==> src/rtl/legacy_io_pkg.sv <==
package legacy_io_pkg;

    typedef enum logic [3:0] {
        SEL_NONE,
        SEL_P1_MASK,
        SEL_P2_MASK,
        SEL_P1_STAT,
        SEL_P2_STAT,
        SEL_RTC_IDX,
        SEL_RTC_DATA,
        SEL_PORTB,
        SEL_DMA_MODE0,
        SEL_DMA_MODE1,
        SEL_SINK
    } io_sel_e;

endpackage

==> src/rtl/legacy_io_decode.sv <==
module legacy_io_decode
    import legacy_io_pkg::*;
#(
    parameter int AW = 8,
    parameter logic [AW-1:0] OFS_P1_STAT  = 8'h20,
    parameter logic [AW-1:0] OFS_P1_MASK  = 8'h21,
    parameter logic [AW-1:0] OFS_P2_STAT  = 8'hA0,
    parameter logic [AW-1:0] OFS_P2_MASK  = 8'hA1,
    parameter logic [AW-1:0] OFS_RTC_IDX  = 8'h70,
    parameter logic [AW-1:0] OFS_RTC_DATA = 8'h71,
    parameter logic [AW-1:0] OFS_PORTB    = 8'h61,
    parameter logic [AW-1:0] OFS_DMA_MODE0 = 8'h0B,
    parameter logic [AW-1:0] OFS_DMA_MODE1 = 8'hD6,
    parameter int NSINK = 9,
    parameter logic [NSINK*AW-1:0] SINK_OFS =
        {8'h64, 8'hDE, 8'hDA, 8'hD4, 8'hD0, 8'h0F, 8'h0D, 8'h0A, 8'h08}
) (
    input  logic          wr,
    input  logic          wide,
    input  logic [AW-1:0] offset,
    output io_sel_e       sel,
    output logic          bad
);

    logic [NSINK-1:0] sink_hit;

    for (genvar g = 0; g < NSINK; g++) begin : g_sink
        assign sink_hit[g] = (offset == SINK_OFS[g*AW +: AW]);
    end

    always_comb begin
        sel = SEL_NONE;
        if (wide) begin
            if (!wr && offset == OFS_P1_STAT) sel = SEL_P1_STAT;
        end else if (offset == OFS_P1_MASK) begin
            sel = SEL_P1_MASK;
        end else if (offset == OFS_P2_MASK) begin
            sel = SEL_P2_MASK;
        end else if (offset == OFS_P1_STAT) begin
            sel = SEL_P1_STAT;
        end else if (offset == OFS_P2_STAT) begin
            sel = SEL_P2_STAT;
        end else if (offset == OFS_RTC_DATA) begin
            sel = SEL_RTC_DATA;
        end else if (offset == OFS_PORTB) begin
            sel = SEL_PORTB;
        end else if (wr) begin
            if (offset == OFS_RTC_IDX)        sel = SEL_RTC_IDX;
            else if (offset == OFS_DMA_MODE0) sel = SEL_DMA_MODE0;
            else if (offset == OFS_DMA_MODE1) sel = SEL_DMA_MODE1;
            else if (|sink_hit)               sel = SEL_SINK;
        end
        bad = (sel == SEL_NONE);
    end

endmodule

==> src/rtl/legacy_irq_core.sv <==
module legacy_irq_core #(
    parameter int W  = 8,
    parameter int IW = 4
) (
    input  logic          clk,
    input  logic          rst_n,
    input  logic          mask_wr,
    input  logic [W-1:0]  mask_wdata,
    input  logic          ack_wr,
    input  logic [IW-1:0] ack_idx,
    input  logic [W-1:0]  hw_post,
    input  logic [W-1:0]  hw_clear,
    output logic [W-1:0]  pending,
    output logic [W-1:0]  enable,
    output logic          irq
);

    typedef struct packed {
        logic [W-1:0] pend;
        logic [W-1:0] en;
        logic         irq;
    } core_st_t;

    core_st_t     st_d, st_q;
    logic [W-1:0] ack_vec;

    always_comb begin
        ack_vec = '0;
        if (ack_wr && int'(ack_idx) < W) ack_vec = W'(1) << ack_idx;
        st_d = st_q;
        if (mask_wr) st_d.en = ~mask_wdata;
        st_d.pend = (st_q.pend & ~ack_vec & ~hw_clear) | hw_post;
        st_d.irq  = |(st_d.pend & st_d.en);
    end

    always_ff @(posedge clk or negedge rst_n) begin
        if (!rst_n) st_q <= '0;
        else        st_q <= st_d;
    end

    assign pending = st_q.pend;
    assign enable  = st_q.en;
    assign irq     = st_q.irq;

    a_r5_post_sets: assert property (@(posedge clk) disable iff (!rst_n)
        (|hw_post) |=> ((pending & $past(hw_post)) == $past(hw_post)));

    a_r5_clear_removes: assert property (@(posedge clk) disable iff (!rst_n)
        (|(hw_clear & ~hw_post)) |=> ((pending & $past(hw_clear & ~hw_post)) == '0));

    a_r4_ack_clears: assert property (@(posedge clk) disable iff (!rst_n)
        (|(ack_vec & ~hw_post)) |=> ((pending & $past(ack_vec & ~hw_post)) == '0));

    a_r2_mask_stored: assert property (@(posedge clk) disable iff (!rst_n)
        mask_wr |=> (enable == ~$past(mask_wdata)));

endmodule

==> src/rtl/legacy_io_regs.sv <==
module legacy_io_regs
    import legacy_io_pkg::*;
#(
    parameter int AW = 8,
    parameter int DW = 8,
    parameter int IW = 4,
    parameter int RW = 64,
    parameter logic [DW-1:0] SPKR_VAL = 8'h20
) (
    input  logic          clk,
    input  logic          rst_n,
    input  logic          bus_req,
    input  logic          bus_wr,
    input  logic          bus_wide,
    input  logic [AW-1:0] bus_addr,
    input  logic [DW-1:0] bus_wdata,
    output logic          rsp_valid,
    output logic [RW-1:0] rsp_rdata,
    output logic          rsp_err,
    input  logic [DW-1:0] hw_post,
    input  logic [DW-1:0] hw_clear,
    output logic          irq,
    output logic [DW-1:0] rtc_idx,
    output logic [DW-1:0] rtc_wdata,
    output logic          rtc_wr,
    output logic          rtc_rd,
    input  logic [DW-1:0] rtc_rdata,
    input  logic          timer2_out,
    output logic [DW-1:0] dma_mode0,
    output logic [DW-1:0] dma_mode1
);

    typedef struct packed {
        logic [DW-1:0] idx;
        logic [DW-1:0] mask2;
        logic [DW-1:0] mode0;
        logic [DW-1:0] mode1;
        logic          valid;
        logic          err;
        logic [RW-1:0] rdata;
    } top_st_t;

    top_st_t       st_d, st_q;
    io_sel_e       sel;
    logic          bad;
    logic          wr_go, rd_go, mask_wr, ack_wr;
    logic [DW-1:0] pending, enable;

    legacy_io_decode #(.AW(AW)) u_decode (
        .wr     (bus_wr),
        .wide   (bus_wide),
        .offset (bus_addr),
        .sel    (sel),
        .bad    (bad)
    );

    assign wr_go   = bus_req && bus_wr && !bad;
    assign rd_go   = bus_req && !bus_wr && !bad;
    assign mask_wr = wr_go && (sel == SEL_P1_MASK);
    assign ack_wr  = wr_go && (sel == SEL_P1_STAT);

    legacy_irq_core #(.W(DW), .IW(IW)) u_core (
        .clk        (clk),
        .rst_n      (rst_n),
        .mask_wr    (mask_wr),
        .mask_wdata (bus_wdata),
        .ack_wr     (ack_wr),
        .ack_idx    (bus_wdata[IW-1:0]),
        .hw_post    (hw_post),
        .hw_clear   (hw_clear),
        .pending    (pending),
        .enable     (enable),
        .irq        (irq)
    );

    always_comb begin
        st_d       = st_q;
        st_d.valid = bus_req;
        st_d.err   = bus_req && bad;
        st_d.rdata = '0;
        if (wr_go) begin
            case (sel)
                SEL_P2_MASK:   st_d.mask2 = ~bus_wdata;
                SEL_RTC_IDX:   st_d.idx   = bus_wdata;
                SEL_DMA_MODE0: st_d.mode0 = bus_wdata;
                SEL_DMA_MODE1: st_d.mode1 = bus_wdata;
                default: ;
            endcase
        end
        if (rd_go) begin
            case (sel)
                SEL_P1_MASK:  st_d.rdata[DW-1:0] = ~enable;
                SEL_P2_MASK:  st_d.rdata[DW-1:0] = ~st_q.mask2;
                SEL_P1_STAT:  st_d.rdata[DW-1:0] = pending;
                SEL_RTC_DATA: st_d.rdata[DW-1:0] = rtc_rdata;
                SEL_PORTB:    st_d.rdata[DW-1:0] = timer2_out ? SPKR_VAL : '0;
                default: ;
            endcase
        end
    end

    always_ff @(posedge clk or negedge rst_n) begin
        if (!rst_n) st_q <= '0;
        else        st_q <= st_d;
    end

    assign rsp_valid = st_q.valid;
    assign rsp_err   = st_q.err;
    assign rsp_rdata = st_q.rdata;
    assign rtc_idx   = st_q.idx;
    assign rtc_wdata = bus_wdata;
    assign rtc_wr    = wr_go && (sel == SEL_RTC_DATA);
    assign rtc_rd    = rd_go && (sel == SEL_RTC_DATA);
    assign dma_mode0 = st_q.mode0;
    assign dma_mode1 = st_q.mode1;

    a_r11_bad_keeps_state: assert property (@(posedge clk) disable iff (!rst_n)
        (bus_req && bad) |=> (rsp_err && rsp_rdata == '0 && $stable(rtc_idx)
                              && $stable(dma_mode0) && $stable(dma_mode1)));

    a_r12_rsp_follows_req: assert property (@(posedge clk) disable iff (!rst_n)
        bus_req |=> rsp_valid);

    a_r12_no_rsp_idle: assert property (@(posedge clk) disable iff (!rst_n)
        !bus_req |=> !rsp_valid && !rsp_err);

endmodule

==> config.mk <==
export PLATFORM = sky130hd
export DESIGN_NAME = legacy_io_regs
export DESIGN_NICKNAME = d
export VERILOG_FILES = /design/src/rtl/legacy_io_pkg.sv /design/src/rtl/legacy_io_decode.sv /design/src/rtl/legacy_irq_core.sv /design/src/rtl/legacy_io_regs.sv
export SDC_FILE = /design/constraint.sdc
export NUM_CORES = 1
export LEC_CHECK = 0
export BUFFER_PORTS_ARGS = -buffer_cell sky130_fd_sc_hd__clkbuf_2
export CORE_MARGIN = 2
export CORE_UTILIZATION = 40
export DETAILED_ROUTE_END_ITERATION = 10
export PLACE_DENSITY_LB_ADDON = 0.3
export SLEW_MARGIN = 20
export SYNTH_ARGS = -nofsm -noshare
export SYNTH_HDL_FRONTEND = slang
export SYNTH_SLANG_ARGS = --single-unit
==> constraint.sdc <==
create_clock -name clk -period 4.1 [get_ports clk]
set_input_delay 0.205 -clock clk [delete_from_list [all_inputs] [get_ports clk]]
set_output_delay 0.205 -clock clk [all_outputs]
set_load 0.02 [all_outputs]
# == Yosys cells after proc, flatten, opt, wreduce, memory -nomap -nowiden ==
# Cells that the tools add are included.
# word_totals
in_bits,46
ff_bits,59
out_inout_bits,101
# classes
reduce_logical,20
n_mux,18
order_cmp,1
n_shift,1
bitwise_logic,9
eq_ne,26
# ops
op,count
"8-bit == test, second input constant",7
4-bit 2-to-1 mux,12
"8-bit by 4-bit == test with 1-bit output, second input constant",5
8-bit inverter,5
8-bit one-hot mux with 5 select lines,1
"8-bit by 7-bit == test with 1-bit output, second input constant",4
8-bit AND,3
8-bit 2-to-1 mux,3
"8-bit by 6-bit == test with 1-bit output, second input constant",2
"4-bit by 3-bit == test with 1-bit output, second input constant",3
1-bit logical AND,11
9-bit OR reduction,1
"4-bit by 2-bit == test with 1-bit output, second input constant",2
"4-bit == test, second input constant",2
8-bit bitwise OR,1
2-bit AND reduction,4
8-bit OR reduction,1
"1-bit by 4-bit left shift with 8-bit output, first input constant",1
6-bit 2-to-1 mux,1
"4-bit by 1-bit == test with 1-bit output, second input constant",1
4-bit zero test,1
"4-bit less-than comparator, second input constant",1
1-bit zero test,2
2-bit 2-to-1 mux,1

# == Logic depth before layout (Yosys ltp) ==
# Gate-level depths: netlist of run 1.
# logic_depth
depth_word,26
depth_mapped,10
ltp_nobuf,8

# == Cells and area by module ==
# From an unflattened synthesis of run 1, not the netlist that was laid out.
# hier_totals
cells_unflattened,399
area_unflattened_um2,3918.8
# by_module_without_submodules
module,cells_each,area_each_um2,n_inst
legacy_io_regs,257,2687.6,1
legacy_irq_core,95,913.4,1
legacy_io_decode,47,317.8,1

# == Least setup slack after synthesis of run 1 ==
# Ideal clock, no wire load.
# synth_timing
path_kind,input port to output port
from,input bus_addr[7]
to,output rtc_rd
arrival_ps,2536
stages,8
slack_ps,1359
required_time_ps,3895
cell_sequence,buf_2 > or4_4 > or2_1 > a221oi_4 > a31o_1 > nor2b_1 > clkbuf_1 > nor3b_1
# synth_between
elab_chain_len,18
word_cells_on_any_way,38
classes_between,eq/ne: 19; mux: 13; reduce/logical: 6
# synth_lines
item,line,text
"start, declared",legacy_io_regs.sv:15,"input logic [AW-1:0] bus_addr,"
8-bit by 4-bit == test with 1-bit output (tied with other cells),legacy_io_decode.sv:28,assign sink_hit[g] = (offset == SINK_OFS[g*AW +: AW]);
9-bit OR reduction,legacy_io_decode.sv:51,else if (|sink_hit) sel = SEL_SINK;
4-bit 2-to-1 mux,legacy_io_decode.sv:51,
4-bit 2-to-1 mux,legacy_io_decode.sv:50,else if (offset == OFS_DMA_MODE1) sel = SEL_DMA_MODE1;
4-bit 2-to-1 mux,legacy_io_decode.sv:49,else if (offset == OFS_DMA_MODE0) sel = SEL_DMA_MODE0;
4-bit 2-to-1 mux,legacy_io_decode.sv:48,if (offset == OFS_RTC_IDX) sel = SEL_RTC_IDX;
4-bit 2-to-1 mux,legacy_io_decode.sv:47,end else if (wr) begin
4-bit 2-to-1 mux,legacy_io_decode.sv:45,end else if (offset == OFS_PORTB) begin
[2 not listed],--,
4-bit 2-to-1 mux,legacy_io_decode.sv:39,end else if (offset == OFS_P1_STAT) begin
4-bit 2-to-1 mux,legacy_io_decode.sv:37,end else if (offset == OFS_P2_MASK) begin
4-bit 2-to-1 mux,legacy_io_decode.sv:35,end else if (offset == OFS_P1_MASK) begin
4-bit 2-to-1 mux (*),legacy_io_decode.sv:33,if (wide) begin
4-bit zero test,legacy_io_decode.sv:53,bad = (sel == SEL_NONE);
1-bit zero test,legacy_io_regs.sv:58,assign rd_go = bus_req && !bus_wr && !bad;
1-bit logical AND,legacy_io_regs.sv:58,
1-bit logical AND (*),legacy_io_regs.sv:113,assign rtc_rd = rd_go && (sel == SEL_RTC_DATA);
"end, declared",legacy_io_regs.sv:26,"output logic rtc_rd,"
# Every way passes the cells marked *; elsewhere a longest branch is shown, timed or not.

==> reports/qor.txt, run 1 <==
ROUTING
----------------------------------------------------------------------------------------
Number of nets with antenna violations after detailed routing                          0
Via-per-instance ratio                                                              4.78
Average wire per standard cell                                                   14.5 µm
Total number of vias                                                                2614
First DRT Iteration DRCs                                                             154
Met3 Wirelength                                                                   554 µm
Remaining DRCs                                                                         0
First-pass iteration count of the detailed router                                      4
M1 wire length                                                                   3660 µm
Highest metal layer with signal wires                                               met4
Met2 layer wire length in the routed design                                      3670 µm
Final wirelength                                                                 7950 µm

SETUP PATH
----------------------------------------------------------------------------------------
Crit. End Element                                                                   flop
Required arrival time at the worst endpoint                                      4.31 ns
Number of cells on the worst reg-to-reg path                                           4
Register-to-Register Setup Slack                                                 2.62 ns
Critical R2R Launch                                                         u_core.pending[1]
Data arrival time at the worst-slack endpoint                                    3.07 ns
Largest driver fanout on the critical path                                             8
Setup crit start kind                                                         input port
Setup CP Type                                                               input port to flop
Worst reg2reg endpoint                                                        u_core.irq

GRT
----------------------------------------------------------------------------------------
Residual overflow from global routing                                                  0
Initial antenna violation count                                                        0
Global-route wire length before repair                                          12600 µm
Maximum number of pins on one net before global-route repair                          60
Overall routing resource usage                                                     0.162
Via count of the first global-routing pass                                          2490

CLOCK NETWORK
----------------------------------------------------------------------------------------
TritonCTS buffer count                                                                 9
Number of H-tree branching levels                                                      3
Clock latency at the later pin of the worst-skew pair                            0.34 ns
Clock buffer depth                                                                     2
Setup repair bufs after CTS                                                            0
Clock root cell                                                             sky130_fd_sc_hd__clkbuf_8
Post-CTS Resized                                                                       0
CTS hold repair buffers                                                                0
TritonCTS clock tree                                                               built
Clock slew at reported path FFs                                                  0.08 ns
Number of sinks on the clock net                                                      59

FINISH
----------------------------------------------------------------------------------------
FF/Latch Area                                                                   1480 µm²
Syn-to-layout area delta                                                           5.86%
Total inserted antenna cells                                                           0
Final net count                                                                      480
Fillers                                                                              887
Proportion of layout cells with a drive suffix above 1                             0.310
Area of the multi-input gates                                                   1510 µm²

STA
----------------------------------------------------------------------------------------
Min cycle time layout                                                            2.85 ns
Max-slew violation total from the final report                                         0
Number of hold-slack violations in the final timing report                             0
Slew at the pin closest to its max-slew limit                                   0.733 ns
Slew HR                                                                            0.511
Ratio of final minimum period to clock period                                      0.695
Setup repair after global routing missed its margin                                false
Count of final setup violators                                                         0
Total negative setup slack                                                          0 ns
Worst-case clock skew                                                         0.00341 ns
Highest attainable clock frequency                                               351 MHz

LOGIC SYNTHESIS
----------------------------------------------------------------------------------------
Async S/R FF share, synth                                                           1.00
Top cells by instance count after synthesis                                 sky130_fd_sc_hd__buf_4, sky130_fd_sc_hd__dfrtp_1, sky130_fd_sc_hd__inv_1, sky130_fd_sc_hd__nand2_1, sky130_fd_sc_hd__mux2_2
Synthesized netlist cell count                                                       387
Cell Area, Synth                                                                3670 µm²
Count of yosys warnings during synthesis                                               0
Cell type with the largest total area after synthesis                       sky130_fd_sc_hd__dfrtp_1
Fraction of post-synthesis cell area in the top cell type by area                  0.402
Most numerous cell in the Yosys netlist                                     sky130_fd_sc_hd__buf_4
Average cell area after synthesis                                               9.49 µm²
Count of cell types in the netlist                                                    51
Sequential-to-total area share from yosys stat                                     0.402
Most instantiated flip-flop cell in the synthesis netlist                   sky130_fd_sc_hd__dfrtp_1
Number of enable-type register cells in the synthesized netlist                        0
Cell types with the largest area share after synthesis                      sky130_fd_sc_hd__dfrtp_1, sky130_fd_sc_hd__buf_4, sky130_fd_sc_hd__mux2_2
Register bit total from synthesis                                                     59

PLACED DESIGN
----------------------------------------------------------------------------------------
Total half-perimeter wirelength after legalization and detailed placement        6150 µm
Last weighted congestion value of the routability-driven placer                    0.875
Buffers added on ports                                                                90

POWER AND IR DROP
----------------------------------------------------------------------------------------
Leak Pwr                                                                         2.05 nW
Total power draw                                                                 1.33 mW
Power density over the cells                                                  343 nW/µm²
Worst vdd ir                                                                    0.298 mV

HOLD PATH
----------------------------------------------------------------------------------------
Kind of path behind the tightest hold check                                 input port to async pin

FLOORPLAN
----------------------------------------------------------------------------------------
Initial core utilization                                                           0.417
Rows                                                                                  34
Die area                                                                        9960 µm²
Horizontal die dimension                                                         99.8 µm
Core box area                                                                   8810 µm²
# IOs                                                                                147
Vert. Die Dim                                                                    99.8 µm

STATUS
----------------------------------------------------------------------------------------
Outcome                                                                     finished clean

RUN
----------------------------------------------------------------------------------------
Maximum capacitance violations                                                         0

report_power, final:
group / leakage [nW] / internal, mW / total (mW) / switching, mW
clock: 0.0962 / 0.284 / 0.538 / 0.253
combinational: 1.19 / 0.0508 / 0.181 / 0.130
sequential: 0.766 / 0.603 / 0.613 / 0.00987
total: 2.05 / 0.938 / 1.33 / 0.393
placed cells by master, fill, tap and decap left out, types with 2 or more instances in the layout:
cell,synthesis,layout
sky130_fd_sc_hd__o32ai_1,3,3
sky130_fd_sc_hd__a22oi_1,7,7
sky130_fd_sc_hd__a21oi_1,19,19
sky130_fd_sc_hd__nor2_1,14,14
sky130_fd_sc_hd__o21ai_0,17,17
sky130_fd_sc_hd__nand3b_1,6,6
sky130_fd_sc_hd__nand2_1,25,25
sky130_fd_sc_hd__buf_4,97,2
sky130_fd_sc_hd__a22o_1,2,2
sky130_fd_sc_hd__and2_1,3,3
sky130_fd_sc_hd__and3_1,3,3
sky130_fd_sc_hd__mux2i_1,7,7
sky130_fd_sc_hd__or2_2,2,2
sky130_fd_sc_hd__clkbuf_8,0,9
sky130_fd_sc_hd__inv_6,0,2
sky130_fd_sc_hd__nor2b_1,8,8
sky130_fd_sc_hd__clkbuf_2,0,90
sky130_fd_sc_hd__o22ai_1,2,2
sky130_fd_sc_hd__conb_1,1,56
sky130_fd_sc_hd__mux2_2,21,21
sky130_fd_sc_hd__or3_1,3,3
sky130_fd_sc_hd__or4b_1,2,2
sky130_fd_sc_hd__a21o_1,2,2
sky130_fd_sc_hd__inv_1,26,26
sky130_fd_sc_hd__dfrtp_1,59,59
sky130_fd_sc_hd__nor4_1,4,4
sky130_fd_sc_hd__or4_1,3,3
sky130_fd_sc_hd__o2bb2ai_1,6,6
sky130_fd_sc_hd__nor3b_1,2,2
sky130_fd_sc_hd__clkinvlp_4,0,2
sky130_fd_sc_hd__nor3_1,5,5
sky130_fd_sc_hd__nand2b_1,3,3
sky130_fd_sc_hd__o22a_1,2,2
flip-flops by register name, indices dropped and copies added (netlist names):
register,flops
u_core.enable,8
rsp_err,1
u_core.irq,1
rtc_idx,8
dma_mode0,8
dma_mode1,8
st_q,8
rsp_rdata,8
u_core.pending,8
rsp_valid,1
final cells by class:
type / instances / area share
clock buffers: 9 / 0.0319
multi-input cells: 246 / 0.389
flip-flops and latches: 59 / 0.380
well taps: 108 / 0.0348
repair buffers: 92 / 0.120
clock inverters: 7 / 0.0196
inverters: 26 / 0.0251
cell families after synthesis:
| logic type | after synthesis | share of synthesized area |
|---|---|---|
| AND/OR/NAND/NOR | 91 | 0.138 |
| multiplexers | 29 | 0.0866 |
| XOR/XNOR | 1 | 0.00239 |
| AO/OA/AOI/OAI | 69 | 0.127 |
| buffers and inverters | 137 | 0.242 |
| flip-flops | 59 | 0.402 |
| other | 1 | 0.00102 |
critical path: stages:
cell and delay, ns:
sky130_fd_sc_hd__clkbuf_2 0.12, sky130_fd_sc_hd__or4b_1 0.69, sky130_fd_sc_hd__nor2_1 0.22, sky130_fd_sc_hd__a21oi_1 0.11
sky130_fd_sc_hd__nor2_1 0.32, sky130_fd_sc_hd__nand3b_1 0.43, sky130_fd_sc_hd__mux2_2 0.38, sky130_fd_sc_hd__o32ai_1 0.08
sky130_fd_sc_hd__or4_1 0.51
per-layer routing:
metal / global-route usage / up-vias
li1: - / 1265
met1: 0.217 / 1235
met2: 0.257 / 106
met3: 0.0487 / 8
met4: 0.0421 / 0
met5: 0 / -
per-stage QoR:
step                      hold WS (ns)   util  setup WS, ns  std cells  cell area (µm²)
after floorplan                -0.0906      -          1.36        442             3880
after global placement           0.397  0.419          1.02        531             3690
after detailed placement         0.392  0.419         0.938        531             3690
after CTS                       0.0209  0.441          1.29        547             3890
after global routing            0.0276  0.441          1.12        547             3890
final                           0.0107  0.441          1.25        547             3890
how the worst max path moves through the flow:
stage | from | end | slack [ns] | cells after the start
after floorplan | bus_addr[7] | rtc_rd | 1.36 | 8
after global placement | bus_addr[3] | u_core.irq | 1.02 | 9
after detailed placement | bus_addr[3] | u_core.irq | 0.94 | 9
after CTS | bus_addr[2] | u_core.irq | 1.29 | 9
after global routing | bus_addr[3] | u_core.irq | 1.12 | 9
final | bus_addr[3] | u_core.irq | 1.25 | 9
Note: power is estimated with default switching activity, not from simulation.
==> run 2: changes to the inputs <==
- clock period: 4.1 -> 2.9 ns (I/O delays scaled with it)
==> run 2 against run 1 <==
First-iteration DRC count fell by 44%. Power grew 42%. Flip-flop and latch count did not move. Combinational power rose by 45%. Sequential share of layout area shrank 1.0 points. Wire length increased by 1.5%. Count of clock-buffer cells in the layout is 2 higher. Critical path depth is the same. Clock skew grew 0.0043 ns.
==> reports/qor.txt, run 2 (same netlist as run 1, synthesis figures left out) <==
ROUTING
----------------------------------------------------------------------------------------
Via-per-instance ratio                                                              4.75   -0.66%
Number of nets with antenna violations after detailed routing                          0   unchanged
Average wire per standard cell                                                   14.4 µm   -0.53%
M1 wire length                                                                   3690 µm   +0.96%
Total number of vias                                                                2649   +1.3%
First DRT Iteration DRCs                                                              86   -44%
Final wirelength                                                                 8060 µm   +1.5%
Highest metal layer with signal wires                                               met4
Remaining DRCs                                                                         0   unchanged
Met2 layer wire length in the routed design                                      3670 µm   about the same
First-pass iteration count of the detailed router                                      4   unchanged
Met3 Wirelength                                                                   646 µm   +17%

FINISH
----------------------------------------------------------------------------------------
Area of all placed cells without fillers                                        4000 µm²   +2.8%
Leading cell types in the layout, fill and taps excluded                    sky130_fd_sc_hd__clkbuf_2, sky130_fd_sc_hd__dfrtp_1, sky130_fd_sc_hd__conb_1
Proportion of layout cells with a drive suffix above 1                             0.322   +0.0124
Syn-to-layout area delta                                                           8.83%
Total inserted antenna cells                                                           0   unchanged
Leading cell type in the layout, fill and taps excluded                     sky130_fd_sc_hd__clkbuf_2
FF/Latch Area                                                                   1480 µm²   unchanged
Fillers                                                                              880   -0.79%
Area of the multi-input gates                                                   1510 µm²   unchanged
Final net count                                                                      492   +2.5%
Final core utilization                                                             0.454   +0.0124

PLACED DESIGN
----------------------------------------------------------------------------------------
Area of placed instances                                                        3770 µm²   +2.4%
Last weighted congestion value of the routability-driven placer                    0.890   +1.8%
Buffers added on ports                                                                90   unchanged
Total half-perimeter wirelength after legalization and detailed placement        6460 µm   +5.0%

GRT
----------------------------------------------------------------------------------------
Initial antenna violation count                                                        0   unchanged
Residual overflow from global routing                                                  0   unchanged
Global-route wire length before repair                                          12900 µm   +2.4%
Via count of the first global-routing pass                                          2536   +1.8%
Maximum number of pins on one net before global-route repair                          28   -53%
Overall routing resource usage                                                     0.164   +0.00277

STA
----------------------------------------------------------------------------------------
Ratio of final minimum period to clock period                                      0.905
Max-slew violation total from the final report                                         0   unchanged
Total negative setup slack                                                          0 ns   unchanged
Number of hold-slack violations in the final timing report                             0   unchanged
Setup repair after global routing missed its margin                                false
Min cycle time layout                                                            2.62 ns
Slew at the pin closest to its max-slew limit                                   0.547 ns   -0.186 ns
Count of final setup violators                                                         0   unchanged
Highest attainable clock frequency                                               381 MHz
Min Hold Slack                                                                 0.0663 ns   +0.0555 ns
Slew HR                                                                            0.632   +0.121
Worst-case clock skew                                                         0.00772 ns   +0.00431 ns

SETUP PATH
----------------------------------------------------------------------------------------
Register-to-Register Setup Slack                                                 1.39 ns   -1.23 ns
Required arrival time at the worst endpoint                                      2.76 ns   -1.55 ns
CP max-delay cell                                                           sky130_fd_sc_hd__or4_4
Critical path's largest stage delay                                              0.55 ns   -0.14 ns
Family with the most delay on the worst path                                simple AND/OR/NAND/NOR gates
Number of cells on the worst reg-to-reg path                                           4   unchanged
WP buf/inv                                                                             3   +2
Cell-by-cell trace of the critical path                                     clkbuf_2, or4_4, or2_1, a221oi_4, a31o_1, nor2b_1, buf_4, and2_1, clkbuf_2
Critical R2R Launch                                                         u_core.pending[1]
Setup crit start kind                                                         input port
Worst reg2reg endpoint                                                        u_core.irq
Data arrival time at the worst-slack endpoint                                    2.48 ns   -0.59 ns
Most frequent CP cell                                                       sky130_fd_sc_hd__clkbuf_2
Setup CP Type                                                               input port to primary output
Largest driver fanout on the critical path                                            10   +2
Crit. End Element                                                           primary output

HOLD PATH
----------------------------------------------------------------------------------------
Kind of path behind the tightest hold check                                 input port to flop
Critical hold path startpoint                                               bus_wdata[7]
End of the worst hold path                                                      st_q[89]
Number of cells on the worst hold path                                                 2

CLOCK NETWORK
----------------------------------------------------------------------------------------
Clock latency at the later pin of the worst-skew pair                            0.33 ns   about the same
Clock slew at reported path FFs                                                  0.07 ns   about the same
TritonCTS clock tree                                                               built
Post-CTS Resized                                                                       0   unchanged
Number of H-tree branching levels                                                      3   unchanged
TritonCTS buffer count                                                                 9   unchanged
Number of sinks on the clock net                                                      59   unchanged
Clock root cell                                                             sky130_fd_sc_hd__clkbuf_8
Clock buffer depth                                                                     2   unchanged

POWER AND IR DROP
----------------------------------------------------------------------------------------
Total power draw                                                                 1.89 mW   +42%
Leak Pwr                                                                         2.12 nW   +3.1%
Worst vdd ir                                                                    0.340 mV   +14%
Power density over the cells                                                  473 nW/µm²   +38%

FLOORPLAN
----------------------------------------------------------------------------------------
Vert. Die Dim                                                                    99.8 µm   unchanged
Horizontal die dimension                                                         99.8 µm   unchanged
Core box area                                                                   8810 µm²   unchanged
Initial core utilization                                                           0.417   unchanged
# IOs                                                                                147   unchanged
Die area                                                                        9960 µm²   unchanged
Rows                                                                                  34   unchanged

RUN
----------------------------------------------------------------------------------------
Maximum capacitance violations                                                         0   unchanged

STATUS
----------------------------------------------------------------------------------------
Outcome                                                                     finished clean

## run 2: per-stage QoR
stage	setup WS (ns)	cells
after global routing	0.139	558
after global placement	0.129	541
final	0.276	558
after CTS	0.283	558
after detailed placement	0.0683	541
after floorplan	0.279	442
## run 2: cell type report
type | instances | share of cell area
inverter | 26 | 0.0244
timing repair buffer | 104 | 0.143
sequential | 59 | 0.370
clock buffer | 11 | 0.0379
clock inverter | 4 | 0.0125
multi-input combinational | 246 | 0.378
tap | 108 | 0.0338
## run 2: power by group
group	leakage, nW	switching, mW	internal [mW]
clock	0.0974	0.321	0.437
combinational	1.25	0.186	0.0766
sequential	0.766	0.0147	0.853
total	2.12	0.522	1.37
## run 2: layer usage
layer,global-route usage,up-vias
li1,-,1288
met1,0.224,1233
met3,0.0543,6
met5,0,-
met2,0.254,122
met4,0.0432,0
## run 2: worst max-delay path by stage
stage	endpoint	slack [ns]	from	depth (start not counted)
after floorplan	rtc_rd	0.28	bus_addr[7]	8
after global placement	u_core.irq	0.13	bus_addr[6]	9
after detailed placement	u_core.irq	0.07	bus_addr[6]	9
after CTS	rtc_wr	0.28	bus_addr[6]	9
after global routing	rtc_rd	0.14	bus_addr[6]	8
final	rtc_wr	0.28	bus_addr[6]	9
## run 2: timing repair
item                                    in CTS  in global routing
endpoints found under the setup margin       0                  0
setup buffers                                0                  0
endpoints found under the hold margin       14                  0
hold buffers                                 2                  0
==> run 3: changes to the inputs <==
- clock period: 2.9 -> 3.1 ns (I/O delays scaled with it)
==> run 3 against run 2 <==
Count of clock-buffer cells in the layout stayed put. First-iteration DRC count grew 79%. Global-route usage decreased by 0.11 points. Register-to-register slack better by 0.21 ns. Worst setup slack better by 0.095 ns. Clock skew up 0.0015 ns. Sequential share of layout area rose by 0.32 points. Critical path type unchanged. Cell count decreased by 1.1%. Combinational power shrank 8.0%. Critical path depth did not move.
==> reports/qor.txt, run 3 (same netlist as run 1, synthesis figures left out) <==
STATUS
----------------------------------------------------------------------------------------
Outcome                                                                     finished clean

SETUP PATH
----------------------------------------------------------------------------------------
Setup crit start kind                                                         input port
Worst reg2reg endpoint                                                        u_core.irq
Data arrival time at the worst-slack endpoint                                    2.57 ns   +0.09 ns
Largest driver fanout on the critical path                                            12   +2
Crit. End Element                                                           primary output
Setup CP Type                                                               input port to primary output
Register-to-Register Setup Slack                                                 1.60 ns   +0.21 ns
Required arrival time at the worst endpoint                                      2.94 ns   +0.18 ns
Critical R2R Launch                                                         u_core.pending[0]
Number of cells on the worst reg-to-reg path                                           4   unchanged

ROUTING
----------------------------------------------------------------------------------------
Remaining DRCs                                                                         0   unchanged
Total number of vias                                                                2640   -0.34%
First-pass iteration count of the detailed router                                      4   unchanged
First DRT Iteration DRCs                                                             154   +79%
Average wire per standard cell                                                   14.2 µm   -1.8%
Number of nets with antenna violations after detailed routing                          0   unchanged
Final wirelength                                                                 7830 µm   -2.9%
Via-per-instance ratio                                                              4.78   +0.74%

CLOCK NETWORK
----------------------------------------------------------------------------------------
Clock latency at the later pin of the worst-skew pair                            0.34 ns   about the same
TritonCTS buffer count                                                                 9   unchanged
Clock root cell                                                             sky130_fd_sc_hd__clkbuf_8
Clock slew at reported path FFs                                                  0.07 ns   about the same
Number of sinks on the clock net                                                      59   unchanged
TritonCTS clock tree                                                               built
Setup repair bufs after CTS                                                            0   unchanged
Clock buffer depth                                                                     2   unchanged
Number of H-tree branching levels                                                      3   unchanged

POWER AND IR DROP
----------------------------------------------------------------------------------------
Worst vdd ir                                                                    0.335 mV   -1.5%
Power density over the cells                                                  465 nW/µm²   -1.6%
Leak Pwr                                                                         2.10 nW   -0.76%

FINISH
----------------------------------------------------------------------------------------
Final net count                                                                      486   -1.2%
Syn-to-layout area delta                                                           7.91%
Final core utilization                                                             0.450   -0.00384
Leading cell types in the layout, fill and taps excluded                    sky130_fd_sc_hd__clkbuf_2, sky130_fd_sc_hd__dfrtp_1, sky130_fd_sc_hd__conb_1
Total inserted antenna cells                                                           0   unchanged
Area of all placed cells without fillers                                        3960 µm²   -0.85%
Leading cell type in the layout, fill and taps excluded                     sky130_fd_sc_hd__clkbuf_2
Proportion of layout cells with a drive suffix above 1                             0.313   -0.00916

STA
----------------------------------------------------------------------------------------
Total negative setup slack                                                          0 ns   unchanged
Min Hold Slack                                                                 0.0657 ns   -0.000534 ns
Worst path setup slack after routing                                            0.371 ns   +0.0952 ns
Min cycle time layout                                                            2.73 ns
Count of final setup violators                                                         0   unchanged
Worst-case clock skew                                                         0.00918 ns   +0.00146 ns
Ratio of final minimum period to clock period                                      0.880
Slew at the pin closest to its max-slew limit                                   0.633 ns   +0.0860 ns
Max-slew violation total from the final report                                         0   unchanged
Setup repair after global routing missed its margin                                false
Highest attainable clock frequency                                               366 MHz
Number of hold-slack violations in the final timing report                             0   unchanged
Slew HR                                                                            0.575   -0.0568

PLACED DESIGN
----------------------------------------------------------------------------------------
Area of placed instances                                                        3720 µm²   -1.5%
Total half-perimeter wirelength after legalization and detailed placement        6110 µm   -5.5%
Setup slack after placement                                                     0.217 ns   +0.149 ns
Last weighted congestion value of the routability-driven placer                    0.904   +1.6%
Buffers added on ports                                                                90   unchanged

FLOORPLAN
----------------------------------------------------------------------------------------
Rows                                                                                  34   unchanged
Vert. Die Dim                                                                    99.8 µm   unchanged
# IOs                                                                                147   unchanged
Horizontal die dimension                                                         99.8 µm   unchanged
Initial core utilization                                                           0.417   unchanged
Die area                                                                        9960 µm²   unchanged
Core box area                                                                   8810 µm²   unchanged

GRT
----------------------------------------------------------------------------------------
Residual overflow from global routing                                                  0   unchanged
Initial antenna violation count                                                        0   unchanged
Global-route wire length before repair                                          12700 µm   -1.1%
Maximum number of pins on one net before global-route repair                          53   +89%
Overall routing resource usage                                                     0.163   -0.00106
Via count of the first global-routing pass                                          2490   -1.8%

RUN
----------------------------------------------------------------------------------------
Maximum capacitance violations                                                         0   unchanged

HOLD PATH
----------------------------------------------------------------------------------------
Kind of path behind the tightest hold check                                 input port to flop
End of the worst hold path                                                      st_q[87]
Critical hold path startpoint                                               bus_wdata[5]
Number of cells on the worst hold path                                                 2   unchanged

## run 3: power by group
group / switching, mW / internal (mW)
registers: 0.0130 / 0.798
logic: 0.173 / 0.0692
clock network: 0.298 / 0.492
total: 0.484 / 1.36
## run 3: final cells by class
class	instances	area, µm²
timing repair buffer	98	515
sequential	59	1480
inverter	26	97.6
fill	868	4840
multi-input combinational	246	1510
tap	108	135
clock inverter	4	73.8
clock buffer	11	151
## run 3: what timing repair did
| action | in CTS | in global routing |
|---|---|---|
| resized for setup | 0 | 0 |
| endpoints found under the setup margin | 0 | 0 |
| hold buffers | 2 | 0 |
| endpoints found under the hold margin | 8 | 0 |
## run 3: stage by stage
stage / total power [mW] / instances
floorplan: 1.05 / 442
global route: 1.92 / 552
CTS: 1.86 / 552
finish: 1.84 / 552
detailed placement: 1.06 / 535
global placement: 1.06 / 535
## run 3: how the worst max path moves through the flow
stage | startpoint | to | slack (ns) | cells past startpoint
3_3_place_gp | bus_addr[0] | u_core.irq | 0.28 | 9
4_1_cts | bus_addr[0] | rtc_wr | 0.35 | 9
6_report | bus_addr[0] | rtc_wr | 0.37 | 9
2_1_floorplan | bus_addr[7] | rtc_rd | 0.46 | 8
5_1_grt | bus_addr[0] | rtc_wr | 0.22 | 9
3_5_place_dp | bus_addr[0] | u_core.irq | 0.22 | 9
## run 3: critical path, cell delays in order
cell and delay [ns]:
sky130_fd_sc_hd__clkbuf_2 0.17, sky130_fd_sc_hd__or4_4 0.58, sky130_fd_sc_hd__or2_1 0.27, sky130_fd_sc_hd__a221oi_4 0.32, sky130_fd_sc_hd__a31o_1 0.18, sky130_fd_sc_hd__nor2b_1 0.35, sky130_fd_sc_hd__buf_4 0.23, sky130_fd_sc_hd__and2_1 0.15
sky130_fd_sc_hd__clkbuf_2 0.17
## run 3: metal layers
metal  track usage  vias to the layer above  share of wire
met2         0.252                      112           0.46
met1         0.218                     1244           0.46
li1              -                     1275              -
met5             0                        -              0
met3        0.0522                        9          0.077
met4        0.0558                        0          0.012
